==> config.mk <==
export PLATFORM = sky130hd
export DESIGN_NAME = featstat_mbox
export DESIGN_NICKNAME = d
export VERILOG_FILES = /design/src/rtl/featstat_pkg.sv /design/src/rtl/featstat_table.sv /design/src/rtl/featstat_engine.sv /design/src/rtl/featstat_regif.sv /design/src/rtl/featstat_mbox.sv
export SDC_FILE = /design/constraint.sdc
export NUM_CORES = 1
export LEC_CHECK = 0
export ABC_AREA = 0
export BUFFER_PORTS_ARGS = -buffer_cell sky130_fd_sc_hd__buf_2
export CAP_MARGIN = 0
export CORE_MARGIN = 3
export CORE_UTILIZATION = 42
export CTS_CLUSTER_DIAMETER = 150
export CTS_CLUSTER_SIZE = 28
export DETAILED_ROUTE_END_ITERATION = 12
export GPL_ROUTABILITY_DRIVEN = 0
export HOLD_SLACK_MARGIN = 0.12
export PLACE_DENSITY_LB_ADDON = 0.12
export SYNTH_ARGS = -nofsm -noshare
export SYNTH_HDL_FRONTEND = slang
export SYNTH_SLANG_ARGS = --single-unit
==> constraint.sdc <==
create_clock -name clk -period 5.18 [get_ports clk]
set_input_delay 0.259 -clock clk [delete_from_list [all_inputs] [get_ports clk]]
set_output_delay 0.259 -clock clk [all_outputs]
set_load 0.02 [all_outputs]
==> src/rtl/featstat_pkg.sv <==
package featstat_pkg;

  localparam int unsigned BUS_DW = 64;
  localparam int unsigned BUS_AW = 8;

  // register offsets
  localparam logic [BUS_AW-1:0] OFS_STAT = 8'h00;
  localparam logic [BUS_AW-1:0] OFS_CMD  = 8'h08;
  localparam logic [BUS_AW-1:0] OFS_RESP = 8'h0C;

  // status qword field positions
  localparam int unsigned ST_RB_BIT  = 0;
  localparam int unsigned ST_OWN_LO  = 4;
  localparam int unsigned ST_OWN_HI  = 5;
  localparam int unsigned ST_CPL_BIT = 6;
  localparam int unsigned ST_RES_LO  = 8;
  localparam int unsigned ST_RES_HI  = 15;
  localparam int unsigned ST_LEN_LO  = 16;
  localparam int unsigned ST_LEN_HI  = 31;

  // command qword field positions
  localparam int unsigned CMD_OP_LO  = 0;
  localparam int unsigned CMD_OP_HI  = 7;
  localparam int unsigned CMD_FID_LO = 40;
  localparam int unsigned FID_W      = 9;

  localparam logic [7:0]  OP_GET_STATE  = 8'h10;
  localparam logic [15:0] LEN_GET_STATE = 16'd2;

  localparam logic [7:0] RES_OK      = 8'h40;
  localparam logic [7:0] RES_BAD_OP  = 8'h01;
  localparam logic [7:0] RES_NO_FEAT = 8'h02;
  localparam logic [7:0] RES_BAD_LEN = 8'h03;

  localparam logic [1:0] OWN_NONE = 2'd0;
  localparam logic [1:0] OWN_HOST = 2'd1;

  typedef enum logic [1:0] {
    MB_FREE = 2'd0,
    MB_HELD = 2'd1,
    MB_RUN  = 2'd2
  } mb_state_e;

  typedef struct packed {
    logic locked;
    logic oob_sel;
    logic rd_blk;
    logic wr_blk;
    logic enabled;
  } feat_flags_t;

  function automatic logic [31:0] pack_resp(feat_flags_t f, logic [7:0] fid);
    logic [31:0] w;
    w       = '0;
    w[0]    = f.enabled;
    w[4]    = f.wr_blk;
    w[5]    = f.rd_blk;
    w[6]    = f.oob_sel;
    w[15:8] = fid;
    w[31]   = f.locked;
    return w;
  endfunction

endpackage

==> src/rtl/featstat_table.sv <==
module featstat_table
  import featstat_pkg::*;
#(
  parameter int unsigned NUM_FEAT = 8,
  localparam int unsigned IDX_W = (NUM_FEAT > 1) ? $clog2(NUM_FEAT) : 1
) (
  input  logic             clk,
  input  logic             rst_n,
  input  logic             cfg_we,
  input  logic [IDX_W-1:0] cfg_idx,
  input  logic             cfg_valid,
  input  feat_flags_t      cfg_flags,
  input  logic [FID_W-1:0] lk_fid,
  output logic             lk_hit,
  output feat_flags_t      lk_flags
);

  logic [NUM_FEAT-1:0] valid_vec;
  feat_flags_t         flags_arr [NUM_FEAT];

  for (genvar g = 0; g < NUM_FEAT; g++) begin : g_entry
    logic        ent_en;
    logic        v_q;
    feat_flags_t f_q;

    assign ent_en = cfg_we && (cfg_idx == IDX_W'(g));

    always_ff @(posedge clk or negedge rst_n) begin
      if (!rst_n) begin
        v_q <= 1'b0;
        f_q <= '0;
      end else if (ent_en) begin
        v_q <= cfg_valid;
        f_q <= cfg_flags;
      end
    end

    assign valid_vec[g] = v_q;
    assign flags_arr[g] = f_q;
  end

  // full-width compare: IDs at or above NUM_FEAT never hit
  always_comb begin
    lk_hit   = 1'b0;
    lk_flags = '0;
    for (int i = 0; i < NUM_FEAT; i++) begin
      if (lk_fid == FID_W'(i)) begin
        lk_hit   = valid_vec[i];
        lk_flags = flags_arr[i];
      end
    end
  end

endmodule

==> src/rtl/featstat_engine.sv <==
module featstat_engine
  import featstat_pkg::*;
#(
  parameter int unsigned LATENCY = 8,
  localparam int unsigned CNT_W = $clog2(LATENCY + 1)
) (
  input  logic              clk,
  input  logic              rst_n,
  input  logic              wr_cmd,
  input  logic              wr_stat,
  input  logic [BUS_DW-1:0] wdata,
  input  logic              lk_hit,
  input  feat_flags_t       lk_flags,
  output logic [FID_W-1:0]  lk_fid,
  output logic              busy,
  output logic [1:0]        owner,
  output logic [BUS_DW-1:0] cmd_q,
  output logic [15:0]       len_q,
  output logic [7:0]        result_q,
  output logic [31:0]       resp_q
);

  mb_state_e        state_q, state_d;
  logic [CNT_W-1:0] cnt_q, cnt_d;
  logic             cnt_en;
  logic             cmd_en;
  logic             len_en;
  logic [15:0]      len_d;
  logic             post_en;
  logic [7:0]       result_d;
  logic [31:0]      resp_d;
  logic [7:0]       verdict;
  logic [31:0]      verdict_resp;

  assign lk_fid = cmd_q[CMD_FID_LO +: FID_W];
  assign busy   = (state_q == MB_RUN);
  assign owner  = (state_q == MB_FREE) ? OWN_NONE : OWN_HOST;

  // outcome of the lookup, checked in priority order
  always_comb begin
    verdict      = RES_OK;
    verdict_resp = '0;
    if (len_q != LEN_GET_STATE) begin
      verdict = RES_BAD_LEN;
    end else if (cmd_q[CMD_OP_HI:CMD_OP_LO] != OP_GET_STATE) begin
      verdict = RES_BAD_OP;
    end else if (!lk_hit) begin
      verdict = RES_NO_FEAT;
    end else begin
      verdict_resp = pack_resp(lk_flags, lk_fid[7:0]);
    end
  end

  // next-state logic
  always_comb begin
    state_d  = state_q;
    cnt_d    = cnt_q;
    cnt_en   = 1'b0;
    cmd_en   = 1'b0;
    len_en   = 1'b0;
    len_d    = len_q;
    post_en  = 1'b0;
    result_d = result_q;
    resp_d   = resp_q;
    unique case (state_q)
      MB_FREE: begin
        if (wr_cmd) begin
          cmd_en  = 1'b1;
          state_d = MB_HELD;
        end
      end
      MB_HELD: begin
        if (wr_stat) begin
          if (wdata[ST_CPL_BIT]) begin
            state_d  = MB_FREE;
            len_en   = 1'b1;
            len_d    = '0;
            post_en  = 1'b1;
            result_d = '0;
            resp_d   = '0;
          end else if (wdata[ST_RB_BIT]) begin
            state_d  = MB_RUN;
            cnt_en   = 1'b1;
            cnt_d    = CNT_W'(LATENCY);
            len_en   = 1'b1;
            len_d    = wdata[ST_LEN_HI:ST_LEN_LO];
            post_en  = 1'b1;
            result_d = '0;
            resp_d   = '0;
          end
        end
      end
      MB_RUN: begin
        cnt_en = 1'b1;
        cnt_d  = cnt_q - 1'b1;
        if (cnt_q == CNT_W'(2)) begin
          post_en  = 1'b1;
          result_d = verdict;
          resp_d   = verdict_resp;
        end
        if (cnt_q == CNT_W'(1)) begin
          state_d = MB_HELD;
        end
      end
      default: state_d = MB_FREE;
    endcase
  end

  // registers
  always_ff @(posedge clk or negedge rst_n) begin
    if (!rst_n) begin
      state_q <= MB_FREE;
    end else begin
      state_q <= state_d;
    end
  end

  always_ff @(posedge clk or negedge rst_n) begin
    if (!rst_n) begin
      cnt_q <= '0;
    end else if (cnt_en) begin
      cnt_q <= cnt_d;
    end
  end

  always_ff @(posedge clk or negedge rst_n) begin
    if (!rst_n) begin
      cmd_q <= '0;
    end else if (cmd_en) begin
      cmd_q <= wdata;
    end
  end

  always_ff @(posedge clk or negedge rst_n) begin
    if (!rst_n) begin
      len_q <= '0;
    end else if (len_en) begin
      len_q <= len_d;
    end
  end

  always_ff @(posedge clk or negedge rst_n) begin
    if (!rst_n) begin
      result_q <= '0;
      resp_q   <= '0;
    end else if (post_en) begin
      result_q <= result_d;
      resp_q   <= resp_d;
    end
  end

endmodule

==> src/rtl/featstat_regif.sv <==
module featstat_regif
  import featstat_pkg::*;
(
  input  logic              bus_wr,
  input  logic              bus_rd,
  input  logic [BUS_AW-1:0] bus_addr,
  input  logic              busy,
  input  logic [1:0]        owner,
  input  logic [15:0]       len_q,
  input  logic [7:0]        result_q,
  input  logic [BUS_DW-1:0] cmd_q,
  input  logic [31:0]       resp_q,
  output logic              wr_cmd,
  output logic              wr_stat,
  output logic [BUS_DW-1:0] rdata
);

  logic [BUS_DW-1:0] stat_word;

  assign wr_cmd  = bus_wr && (bus_addr == OFS_CMD);
  assign wr_stat = bus_wr && (bus_addr == OFS_STAT);

  always_comb begin
    stat_word                       = '0;
    stat_word[ST_RB_BIT]            = busy;
    stat_word[ST_OWN_HI:ST_OWN_LO]  = owner;
    stat_word[ST_RES_HI:ST_RES_LO]  = result_q;
    stat_word[ST_LEN_HI:ST_LEN_LO]  = len_q;
  end

  always_comb begin
    rdata = '0;
    if (bus_rd) begin
      case (bus_addr)
        OFS_STAT: rdata = stat_word;
        OFS_CMD:  rdata = cmd_q;
        OFS_RESP: rdata = {32'h0, resp_q};
        default:  rdata = '0;
      endcase
    end
  end

endmodule

==> src/rtl/featstat_mbox.sv <==
module featstat_mbox
  import featstat_pkg::*;
#(
  parameter int unsigned NUM_FEAT = 8,
  parameter int unsigned LATENCY  = 8,
  localparam int unsigned IDX_W = (NUM_FEAT > 1) ? $clog2(NUM_FEAT) : 1
) (
  input  logic             clk,
  input  logic             rst_n,
  input  logic             bus_wr,
  input  logic             bus_rd,
  input  logic [7:0]       bus_addr,
  input  logic [63:0]      bus_wdata,
  output logic [63:0]      bus_rdata,
  input  logic             cfg_we,
  input  logic [IDX_W-1:0] cfg_idx,
  input  logic             cfg_valid,
  input  logic [4:0]       cfg_flags
);

  // reset release synchroniser
  logic rst_meta_q;
  logic rst_sync_n;

  always_ff @(posedge clk or negedge rst_n) begin
    if (!rst_n) begin
      rst_meta_q <= 1'b0;
      rst_sync_n <= 1'b0;
    end else begin
      rst_meta_q <= 1'b1;
      rst_sync_n <= rst_meta_q;
    end
  end

  logic              wr_cmd;
  logic              wr_stat;
  logic [FID_W-1:0]  lk_fid;
  logic              lk_hit;
  feat_flags_t       lk_flags;
  logic              eng_busy;
  logic [1:0]        eng_owner;
  logic [BUS_DW-1:0] eng_cmd;
  logic [15:0]       eng_len;
  logic [7:0]        eng_result;
  logic [31:0]       eng_resp;

  featstat_regif u_regif (
    .bus_wr   (bus_wr),
    .bus_rd   (bus_rd),
    .bus_addr (bus_addr),
    .busy     (eng_busy),
    .owner    (eng_owner),
    .len_q    (eng_len),
    .result_q (eng_result),
    .cmd_q    (eng_cmd),
    .resp_q   (eng_resp),
    .wr_cmd   (wr_cmd),
    .wr_stat  (wr_stat),
    .rdata    (bus_rdata)
  );

  featstat_engine #(
    .LATENCY (LATENCY)
  ) u_engine (
    .clk      (clk),
    .rst_n    (rst_sync_n),
    .wr_cmd   (wr_cmd),
    .wr_stat  (wr_stat),
    .wdata    (bus_wdata),
    .lk_hit   (lk_hit),
    .lk_flags (lk_flags),
    .lk_fid   (lk_fid),
    .busy     (eng_busy),
    .owner    (eng_owner),
    .cmd_q    (eng_cmd),
    .len_q    (eng_len),
    .result_q (eng_result),
    .resp_q   (eng_resp)
  );

  featstat_table #(
    .NUM_FEAT (NUM_FEAT)
  ) u_table (
    .clk       (clk),
    .rst_n     (rst_sync_n),
    .cfg_we    (cfg_we),
    .cfg_idx   (cfg_idx),
    .cfg_valid (cfg_valid),
    .cfg_flags (feat_flags_t'(cfg_flags)),
    .lk_fid    (lk_fid),
    .lk_hit    (lk_hit),
    .lk_flags  (lk_flags)
  );

endmodule

==> metrics.yaml, run 1 <==
instances_no_fill: 1047
dp_hpwl_um: 12240
post-place-ws_ns: 2.072
htree_levels: 4
area_growth_pct: 29.42
fin_ws_ns: 2.216
core_mm2: 0.01670
maxSlewHeadroom_pct: 30.93
slowest_stage: "nor2_2"
routedWlPerCell_um: 17.33
dpl.cell_count: 953
wl_met3_um: 959
clk_pin_slew_ns: 0.05
crit_top_cell: "buf_2"
tritoncts: "done"
yosys_warnings: 0
finalSetupViolations: 0
ctsRootBufferMaster: "clkbuf_16"
internal_power_mw: 2.383
dr.first_iter.drc_count: 248
path_max_fanout: 33
syn_inst: 607
clock_latency_ns: 0.41
die_h_um: 137.3
clock_skew_ns: 0.009389
hold_viol: 0
overflow: 0
synth-edff-count: 0
fillCellCount: 1461
finalMaxSlewViolations: 0
cap_viol_max_count: 0
ys.flop_type: "dfrtp_1"
synth_seq_area_share_pct: 52.54
antenna_left: 0
p_per_area_mw_per_mm2: 340.2
vias: 5329
cp-start-kind: "primary input"
p_seq_share_pct: 44.8
rsz0062_at_grt: "false"
diodes: 0
syn_nets: 699
die_w_um: 137.3
io_buffers: 149
nets: 907
final_area_mm2: 0.009369
hold_slack_ns: 0.1681
ys_types: 56
ctsResizeCount: 0
cts_buffers: 17
crit_required_ns: 4.92
swShare_pct: 25.24
viasPerCell: 5.090
initial_core_util_pct: 43.35
rows: 47
routed_wl_um: 18140
clock.fmax_mhz: 337.3
combinationalPowerShare_pct: 16.4
antenna_found_initial: 0
avgSynthCellArea_um2: 11.93
power_switching_mw: 0.8046
cts_sinks: 152
crit_chain: "buf_2 > nor4_4 > and2_4 > nand3b_2 > nor2_2 > and2_1 > buf_2"
grt_usage_pct: 19.59
async_flop_share_pct: 100.0
utilization_pct: 56.10
status: "complete, no violations"
worstSetupPathType: "in2out"
irDropWorstVdd_uv: 263.7
drc: 0
die_area_mm2: 0.01885
cts_setup_buffers: 0
grt_pass1_vias: 5520
cts_hold_buf: 63
wl_met2_um: 9173
end_kind: "primary output"
final_cell_mix: "151 x dfrtp_1, 149 x buf_2, 86 x mux2_2"
grt_max_degree: 58
synth_seq_cells: 152
place_area_mm2: 0.008149
hold_path.class: "in2async"
leakage_nw: 4.690
cts_max_path_buffers: 2
highest_layer: "met4"
clkPwrFrac_pct: 38.7
drive_gt1_share_pct: 35.31
crit_arrival_ns: 2.71
setup_tns_ns: 0
ios: 150
first_pass_iters: 4
wl_met1_um: 7749
worstMarginPinSlew_ns: 1.035
grt_pass1_wl_um: 28300
final_common_cell: "dfrtp_1"
crit_path_max_incr_delay_ns: 0.94
layout_min_cycle_time_ns: 2.964
power_mw: 3.187
finalCritPeriodShare_pct: 57.23
netlist_area_mm2: 0.007239
==> flip-flops by register name (all words and copies together) (netlist names) <==
register and cells:
u_table.flags_arr 40, u_engine.cmd_q 64, u_engine.len_q 16, u_engine.cnt_q 4, u_engine.state_q 2, u_table.g_entry.v_q 8, rst_sync_n 1, rst_meta_q 1
u_engine.result_q 3, u_engine.resp_q 13
==> Yosys cell counts, types with 3 or more instances <==
cell      instances  area [µm²]
ha_1              6       75.07
nand2_1          81       304.0
nand3_1           4       20.02
nand4b_1          3       26.28
inv_1            10       37.54
o21ai_1          12       60.06
nor2_1           43       161.4
nor2b_1           3       18.77
nand2b_1          3       18.77
o21ai_0          10       50.05
mux4_2            9       202.7
nor4_1            5       31.28
clkbuf_1         10       37.54
mux2i_1          33       330.3
and2_1           39       244.0
buf_6             4       45.04
buf_2            10       50.05
nor3_1            7       35.03
dfrtp_1         152        3804
o22ai_1           3       18.77
mux2_1           24       270.3
nor3b_2           3       37.54
mux2_2           86       968.4
a21oi_1          10       50.05
==> worst paths after layout <==
path | startpoint | endpoint | slack [ns] | cells after the start
setup / recovery | bus_addr[7] | bus_rdata[46] | 2.22 | 7
hold / removal | rst_n | rst_sync_n$_DFF_PN0_ | 0.17 | 2
setup reg to reg | u_engine.cmd_q[40]$_DFFE_PN0P_ | u_engine.resp_q[10]$_DFFE_PN0P_ | 2.61 | 6
hold reg to reg | rst_meta_q$_DFF_PN0_ | rst_sync_n$_DFF_PN0_ | 0.37 | 0
max in group asynchronous | rst_sync_n$_DFF_PN0_ | u_engine.cmd_q[0]$_DFFE_PN0P_ | 3.64 | 1
min in group clk | bus_wdata[0] | u_engine.cmd_q[0]$_DFFE_PN0P_ | 0.17 | 2
==> metal layers <==
layer / up-vias / track usage (%)
met5: - / 0
met4: 0 / 5.543
met3: 13 / 4.675
met2: 128 / 33.16
met1: 2658 / 25.19
li1: 2530 / -
==> power groups by stage <==
stage / logic, mW / registers [mW] / clock network, mW
after floorplan: 0.361 / 1.42 / 0
after global placement: 0.463 / 1.44 / 0
after detailed placement: 0.483 / 1.45 / 0
after CTS: 0.524 / 1.43 / 1.26
after global routing: 0.581 / 1.45 / 1.32
final: 0.524 / 1.43 / 1.23
==> cell families after synthesis <==
kind of cell / count (synthesis) / share of synthesized area [%]
AO/OA/AOI/OAI: 49 / 4.252
flip-flops: 152 / 52.54
other: 1 / 0.05180
adder cells (fa/ha/maj): 6 / 1.037
buffers and inverters: 38 / 2.662
AND/OR/NAND/NOR: 209 / 14.98
multiplexers: 152 / 24.47
==> layout make-up <==
class	count	area (µm²)	share of cell area (%)
multi-input cells	417	3249	34.68
clock buffers	23	467.9	4.995
clock inverters	8	121.4	1.295
well taps	220	275.3	2.938
inverters	11	41.29	0.4407
flip-flops and latches	152	3807	40.64
repair buffers	216	1406	15.01
==> worst max-delay path: cells and delay by family <==
family | cells | cell delay (ns)
buf+inv | 2 | 0.29
simple gates | 5 | 2.15
No activity file was read; power rests on OpenSTA's default activity.
==> run 2: changes to the inputs <==
==> constraint.sdc (replaced) <==
create_clock -name clk -period 2.75 [get_ports clk]
set_input_delay 0.1375 -clock clk [delete_from_list [all_inputs] [get_ports clk]]
set_output_delay 0.1375 -clock clk [all_outputs]
set_load 0.02 [all_outputs]
==> run 2 against run 1 <==
Combinational power increased by 93%; clock skew down 0.0018 ns; die area unchanged; via count rose by 0.51%; critical path type is now reg2reg; critical endpoint is now u_engine.resp_q[15]$_DFFE_PN0P_.
==> metrics.yaml, run 2 (same netlist as run 1, synthesis figures left out) <==
status: "complete, no violations"
grt_pass1_wl_um: 28460
htree_levels: 4
routed_wl_um: 17870
cts_sinks: 152
drc: 0
vias: 5356
fillCellCount: 1435
viasPerCell: 5.043
critPathBufInv: 1
end_kind: "flip-flop"
slowest_stage: "a221o_2"
drive_gt1_share_pct: 35.63
first_pass_iters: 4
finalCritPeriodShare_pct: 78.38
tritoncts: "done"
routedWlPerCell_um: 16.82
clock.fmax_mhz: 463.9
core_mm2: 0.01670
initial_core_util_pct: 43.35
cap_viol_max_count: 0
crit_path_max_incr_delay_ns: 0.59
rr_worst_depth: 6
path_depth: 6
crit_arrival_ns: 2.46
rows: 47
cts_buffers: 17
die_w_um: 137.3
dp_hpwl_um: 12330
area_growth_pct: 32.47
instances_no_fill: 1062
worstSetupPathType: "reg2reg"
ctsRootBufferMaster: "clkbuf_16"
largest_reg_flops: 64
finalMaxSlewViolations: 0
dpl.cell_count: 960
hold_path.class: "in2reg"
post-place-ws_ns: 0.5868
grt_usage_pct: 19.67
clock_skew_ns: 0.007628
leakage_nw: 4.798
antenna_found_initial: 0
ios: 150
finalSetupViolations: 0
utilization_pct: 57.42
crit_required_ns: 3.06
grt_max_degree: 72
clk_pin_slew_ns: 0.06
grt_pass1_vias: 5556
largest-register: "u_engine.cmd_q"
crit_chain: "inv_1 > ha_1 > nor3b_2 > nand3_4 > a221o_2 > and2_1"
p_per_area_mw_per_mm2: 650.3
maxSlewHeadroom_pct: 51.88
hold_path_depth: 3
rsz0062_at_grt: "false"
ctsResizeCount: 0
irDropWorstVdd_uv: 480.3
die_area_mm2: 0.01885
fin_ws_ns: 0.5944
cts_max_path_buffers: 2
overflow: 0
path_max_fanout: 18
hold_viol: 0
clock_latency_ns: 0.42
final_cell_mix: "151 x dfrtp_1, 149 x buf_2, 86 x mux2_2"
layout_min_cycle_time_ns: 2.156
final_common_cell: "dfrtp_1"
die_h_um: 137.3
hold_slack_ns: 0.2036
cp-start-kind: "flip-flop"
setup_tns_ns: 0
diodes: 0
cpLargestDelayFamily: "simple AND/OR/NAND/NOR gates"
worstMarginPinSlew_ns: 0.7152
antenna_left: 0
nets: 923
io_buffers: 149
dr.first_iter.drc_count: 282
-- run 2: cell count changes in the layout (fill, tap and decap cells not counted) --
cell,delta
clkinv_2,-1
buf_12,+2
dlygate4sd3_1,+9
clkbuf_8,+1
clkinvlp_4,-1
clkinv_4,-1
buf_4,+5
clkbuf_1,-2
bufinv_16,+2
inv_6,+1
-- run 2: final cells by class --
| class | instances | area, µm² | area share [%] |
|---|---|---|---|
| Sequential cell | 152 | 3807 | 39.70 |
| Multi-Input combinational cell | 417 | 3249 | 33.88 |
| Timing Repair Buffer | 232 | 1574 | 16.41 |
| Clock buffer | 22 | 474.2 | 4.945 |
| Tap cell | 220 | 275.3 | 2.870 |
| Clock inverter | 8 | 168.9 | 1.761 |
| Inverter | 11 | 41.29 | 0.4305 |
-- run 2: power by group --
part           internal [mW]  leakage, nW  switching, mW  total [mW]
combinational          0.536         2.49          0.473        1.01
sequential              2.50         1.99          0.175        2.67
clock                   1.67        0.316          0.881        2.55
-- run 2: path summary, 6_finish.rpt --
path / end / slack [ns] / start
setup / recovery: u_engine.resp_q[15]$_DFFE_PN0P_ / 0.59 / u_engine.state_q[1]$_DFFE_PN0P_
hold / removal: u_engine.state_q[0]$_DFFE_PN0P_ / 0.20 / bus_addr[3]
setup reg to reg: u_engine.resp_q[15]$_DFFE_PN0P_ / 0.59 / u_engine.state_q[1]$_DFFE_PN0P_
hold reg to reg: u_engine.resp_q[13]$_DFFE_PN0P_ / 0.35 / rst_sync_n$_DFF_PN0_
max in group asynchronous: u_table.flags_arr[20]$_DFFE_PN0P_ / 1.50 / rst_sync_n$_DFF_PN0_
min in group asynchronous: u_engine.resp_q[13]$_DFFE_PN0P_ / 0.35 / rst_sync_n$_DFF_PN0_
-- run 2: worst register-to-register path, cell delays in order, from the launching register on --
cell and delay [ns]:
dfrtp_1 0.40, inv_1 0.09, ha_1 0.27, nor3b_2 0.27, nand3_4 0.22, a221o_2 0.59
and2_1 0.21
-- run 2: per-layer routing --
metal  vias up  GRT usage (%)  part of all wire [%]
met3        21          4.858                   3.8
met5         -              0                     0
met1      2649          25.33                    44
li1       2572              -                     -
met4         0          6.264                   1.9
met2       114          32.78                    50
-- run 2: metrics by stage --
stage	area (µm²)	total power, mW
floorplan	7241	3.350
global placement	8227	3.590
detailed placement	8227	3.642
CTS	9590	6.298
global route	9590	6.557
finish	9590	6.236
-- run 2: timing repair --
action	CTS	global route
hold buffers	72	0
hold endpoints to repair	130	0
buffers inserted	0	0
==> run 3: changes to the inputs <==
--- a/config.mk
+++ b/config.mk
@@ -5,7 +5,7 @@
 export SDC_FILE = /design/constraint.sdc
 export NUM_CORES = 1
 export LEC_CHECK = 0
-export ABC_AREA = 0
+export ABC_AREA = 1
 export BUFFER_PORTS_ARGS = -buffer_cell sky130_fd_sc_hd__buf_2
 export CAP_MARGIN = 0
 export CORE_MARGIN = 3
==> constraint.sdc (replaced) <==
create_clock -name clk -period 2.1 [get_ports clk]
set_input_delay 0.105 -clock clk [delete_from_list [all_inputs] [get_ports clk]]
set_output_delay 0.105 -clock clk [all_outputs]
set_load 0.02 [all_outputs]
==> run 3 against run 2 <==
Clock power increased by 26%; area after synthesis unchanged; sequential share of layout area down 0.11 points; count of clock-buffer cells in the layout shrank 2; worst hold slack got worse by 0.011 ns; synthesized cell count is 41% higher; critical path type is now reg2out; largest cell class unchanged; highest routed layer unchanged.
==> metrics.yaml, run 3 <==
status: "complete, no violations"
first_pass_iters: 5
whs_endpoint: "u_engine.state_q[1]$_DFFE_PN0P_"
dr.first_iter.drc_count: 442
ctsResizeCount: 0
io_buffers: 149
syn_inst: 853
cts_buffers: 17
hold_path.class: "in2reg"
irDropWorstVdd_uv: 562.1
crit_path_max_incr_delay_ns: 0.39
cts_sinks: 152
ctsRootBufferMaster: "clkbuf_16"
rows: 47
synth-edff-count: 0
syn_nets: 945
die_h_um: 137.3
maxSlewHeadroom_pct: 62.68
utilization_pct: 57.59
fillCellCount: 1519
clock_latency_ns: 0.42
die_w_um: 137.3
grt_max_degree: 103
antenna_left: 0
cts_hold_buf: 72
cts_max_path_buffers: 2
r2r-start: "u_engine.cmd_q[48]$_DFFE_PN0P_"
overflow: 0
viasPerCell: 4.854
clock.fmax_mhz: 526.7
r2r_end: "u_engine.resp_q[31]$_DFFE_PN0P_"
synth_seq_cells: 152
r2r_slack_ns: 0.30
worstMarginPinSlew_ns: 0.5599
slowest_stage: "dfrtp_1"
cpLargestDelayFamily: "flip-flops"
die_area_mm2: 0.01885
finalSetupViolations: 0
largest-register: "u_engine.cmd_q"
synth_common_cells: "164 x nand2_1, 152 x dfrtp_1, 110 x nor2_1, 108 x inv_1, 65 x o21ai_0"
clock_skew_ns: 0.008382
hold_viol: 0
finalCritPeriodShare_pct: 90.40
p_per_area_mw_per_mm2: 816.0
crit_chain: "inv_1 > ha_1 > nor2_1 > a221oi_1 > nor2_1 > buf_2"
largest_reg_flops: 64
rsz0062_at_grt: "false"
initial_core_util_pct: 43.35
worstSetupPathType: "reg2out"
final_common_cell: "nand2_1"
leakage_nw: 5.070
nets: 1168
clk_pin_slew_ns: 0.06
yosysTopAreaCellShare_pct: 52.54
critPathBufInv: 2
grt_pass1_wl_um: 31230
yosys_warnings: 0
ys.flop_type: "dfrtp_1"
routed_wl_um: 19200
yosysTopAreaCell: "dfrtp_1"
cts_setup_buffers: 0
final_cell_mix: "164 x nand2_1, 151 x dfrtp_1, 149 x buf_2"
dp_hpwl_um: 13200
async_flop_share_pct: 100.0
setup_tns_ns: 0
htree_levels: 4
hold_path_depth: 5
cp-start-kind: "flip-flop"
rr_worst_depth: 8
drc: 0
ios: 150
power_mw: 7.849
crit_arrival_ns: 1.79
ys_types: 45
antenna_found_initial: 0
end_kind: "primary output"
min_from: "bus_wr"
grt_pass1_vias: 6230
vias: 6354
diodes: 0
path_max_fanout: 4
cap_viol_max_count: 0
netlist_area_mm2: 0.007239
crit_top_cell: "nor2_1"
area_growth_pct: 32.86
finalMaxSlewViolations: 0
grt_usage_pct: 21.18
routedWlPerCell_um: 14.67
core_mm2: 0.01670
synth_seq_area_share_pct: 52.54
crit_required_ns: 2.00
yosysMostFrequentCell: "nand2_1"
layout_min_cycle_time_ns: 1.898
drive_gt1_share_pct: 22.13
synth.area.top_cells: "dfrtp_1 53%, nand2_1 8.5%, nor2_1 5.7%"
tritoncts: "done"
avgSynthCellArea_um2: 8.487
run 3: changes by cell type after synthesis, moves of 54 or more:
| cell | previous run | this run |
|---|---|---|
| nand2_1 | 81 | 164 |
| mux2_2 | 86 | 0 |
| nor2_1 | 43 | 110 |
| a21oi_1 | 10 | 64 |
| o21ai_0 | 10 | 65 |
| inv_1 | 10 | 108 |
run 3: worst max-delay path by stage:
stage / endpoint / from / cells past startpoint
floorplan: u_engine.resp_q[8]$_DFFE_PN0P_ / u_engine.state_q[0]$_DFFE_PN0P_ / 9
global placement: u_engine.resp_q[8]$_DFFE_PN0P_ / u_engine.cmd_q[48]$_DFFE_PN0P_ / 10
detailed placement: u_engine.resp_q[9]$_DFFE_PN0P_ / u_engine.len_q[0]$_DFFE_PN0P_ / 7
CTS: bus_rdata[4] / u_engine.state_q[0]$_DFFE_PN0P_ / 6
global route: u_engine.resp_q[5]$_DFFE_PN0P_ / u_engine.cmd_q[40]$_DFFE_PN0P_ / 12
finish: bus_rdata[4] / u_engine.state_q[0]$_DFFE_PN0P_ / 6
run 3: cell type report:
class / instances / area (µm²) / area share [%]
clock buffer: 20 / 446.7 / 4.644
clock inverter: 12 / 173.9 / 1.808
inverter: 113 / 425.4 / 4.423
multi-input combinational: 552 / 2843 / 29.56
sequential: 152 / 3807 / 39.59
tap: 220 / 275.3 / 2.862
timing repair buffer: 240 / 1647 / 17.12
run 3: cell families (layout without fill, tap and decap cells):
logic type      after synthesis  count (layout)  share of synthesized area (%)
mux                          11              11                          1.711
compound gates              175             175                          13.64
flops                       152             152                          52.54
buf+inv                     149             385                          8.192
xor+xnor                      1               1                         0.1210
other cells                   1               1                        0.05180
simple gates                358             358                          22.71
fa+ha+maj                     6               6                          1.037
run 3: tightest hold or removal path, stage by stage:
cell and delay, ns:
buf_2 0.13, nand2_1 0.08, a21oi_1 0.06, nand2_1 0.12
a21oi_1 0.08
run 3: per-layer routing:
layer / global-route usage (%) / routed length [µm]
met4: 6.264 / 342
met3: 5.077 / 1078
met5: 0 / 0
met1: 29.17 / 8865
met2: 33.43 / 8915
run 3: stage by stage:
stage / cell area (µm²) / hold slack, ns / setup slack [ns] / cells
3_5_place_dp: 8277 / -0.1027 / 0.3026 / 1205
2_1_floorplan: 7243 / -0.1906 / 0.4531 / 853
4_1_cts: 9618 / 0.1787 / 0.2172 / 1309
3_3_place_gp: 8277 / -0.1089 / 0.3308 / 1205
6_report: 9618 / 0.1925 / 0.2015 / 1309
5_1_grt: 9618 / 0.2232 / 0.1034 / 1309
run 3: power breakdown:
group          switching (mW)  total [mW]  internal, mW
logic                   0.643        1.11         0.466
registers               0.231        3.52          3.29
clock network            1.20        3.22          2.02
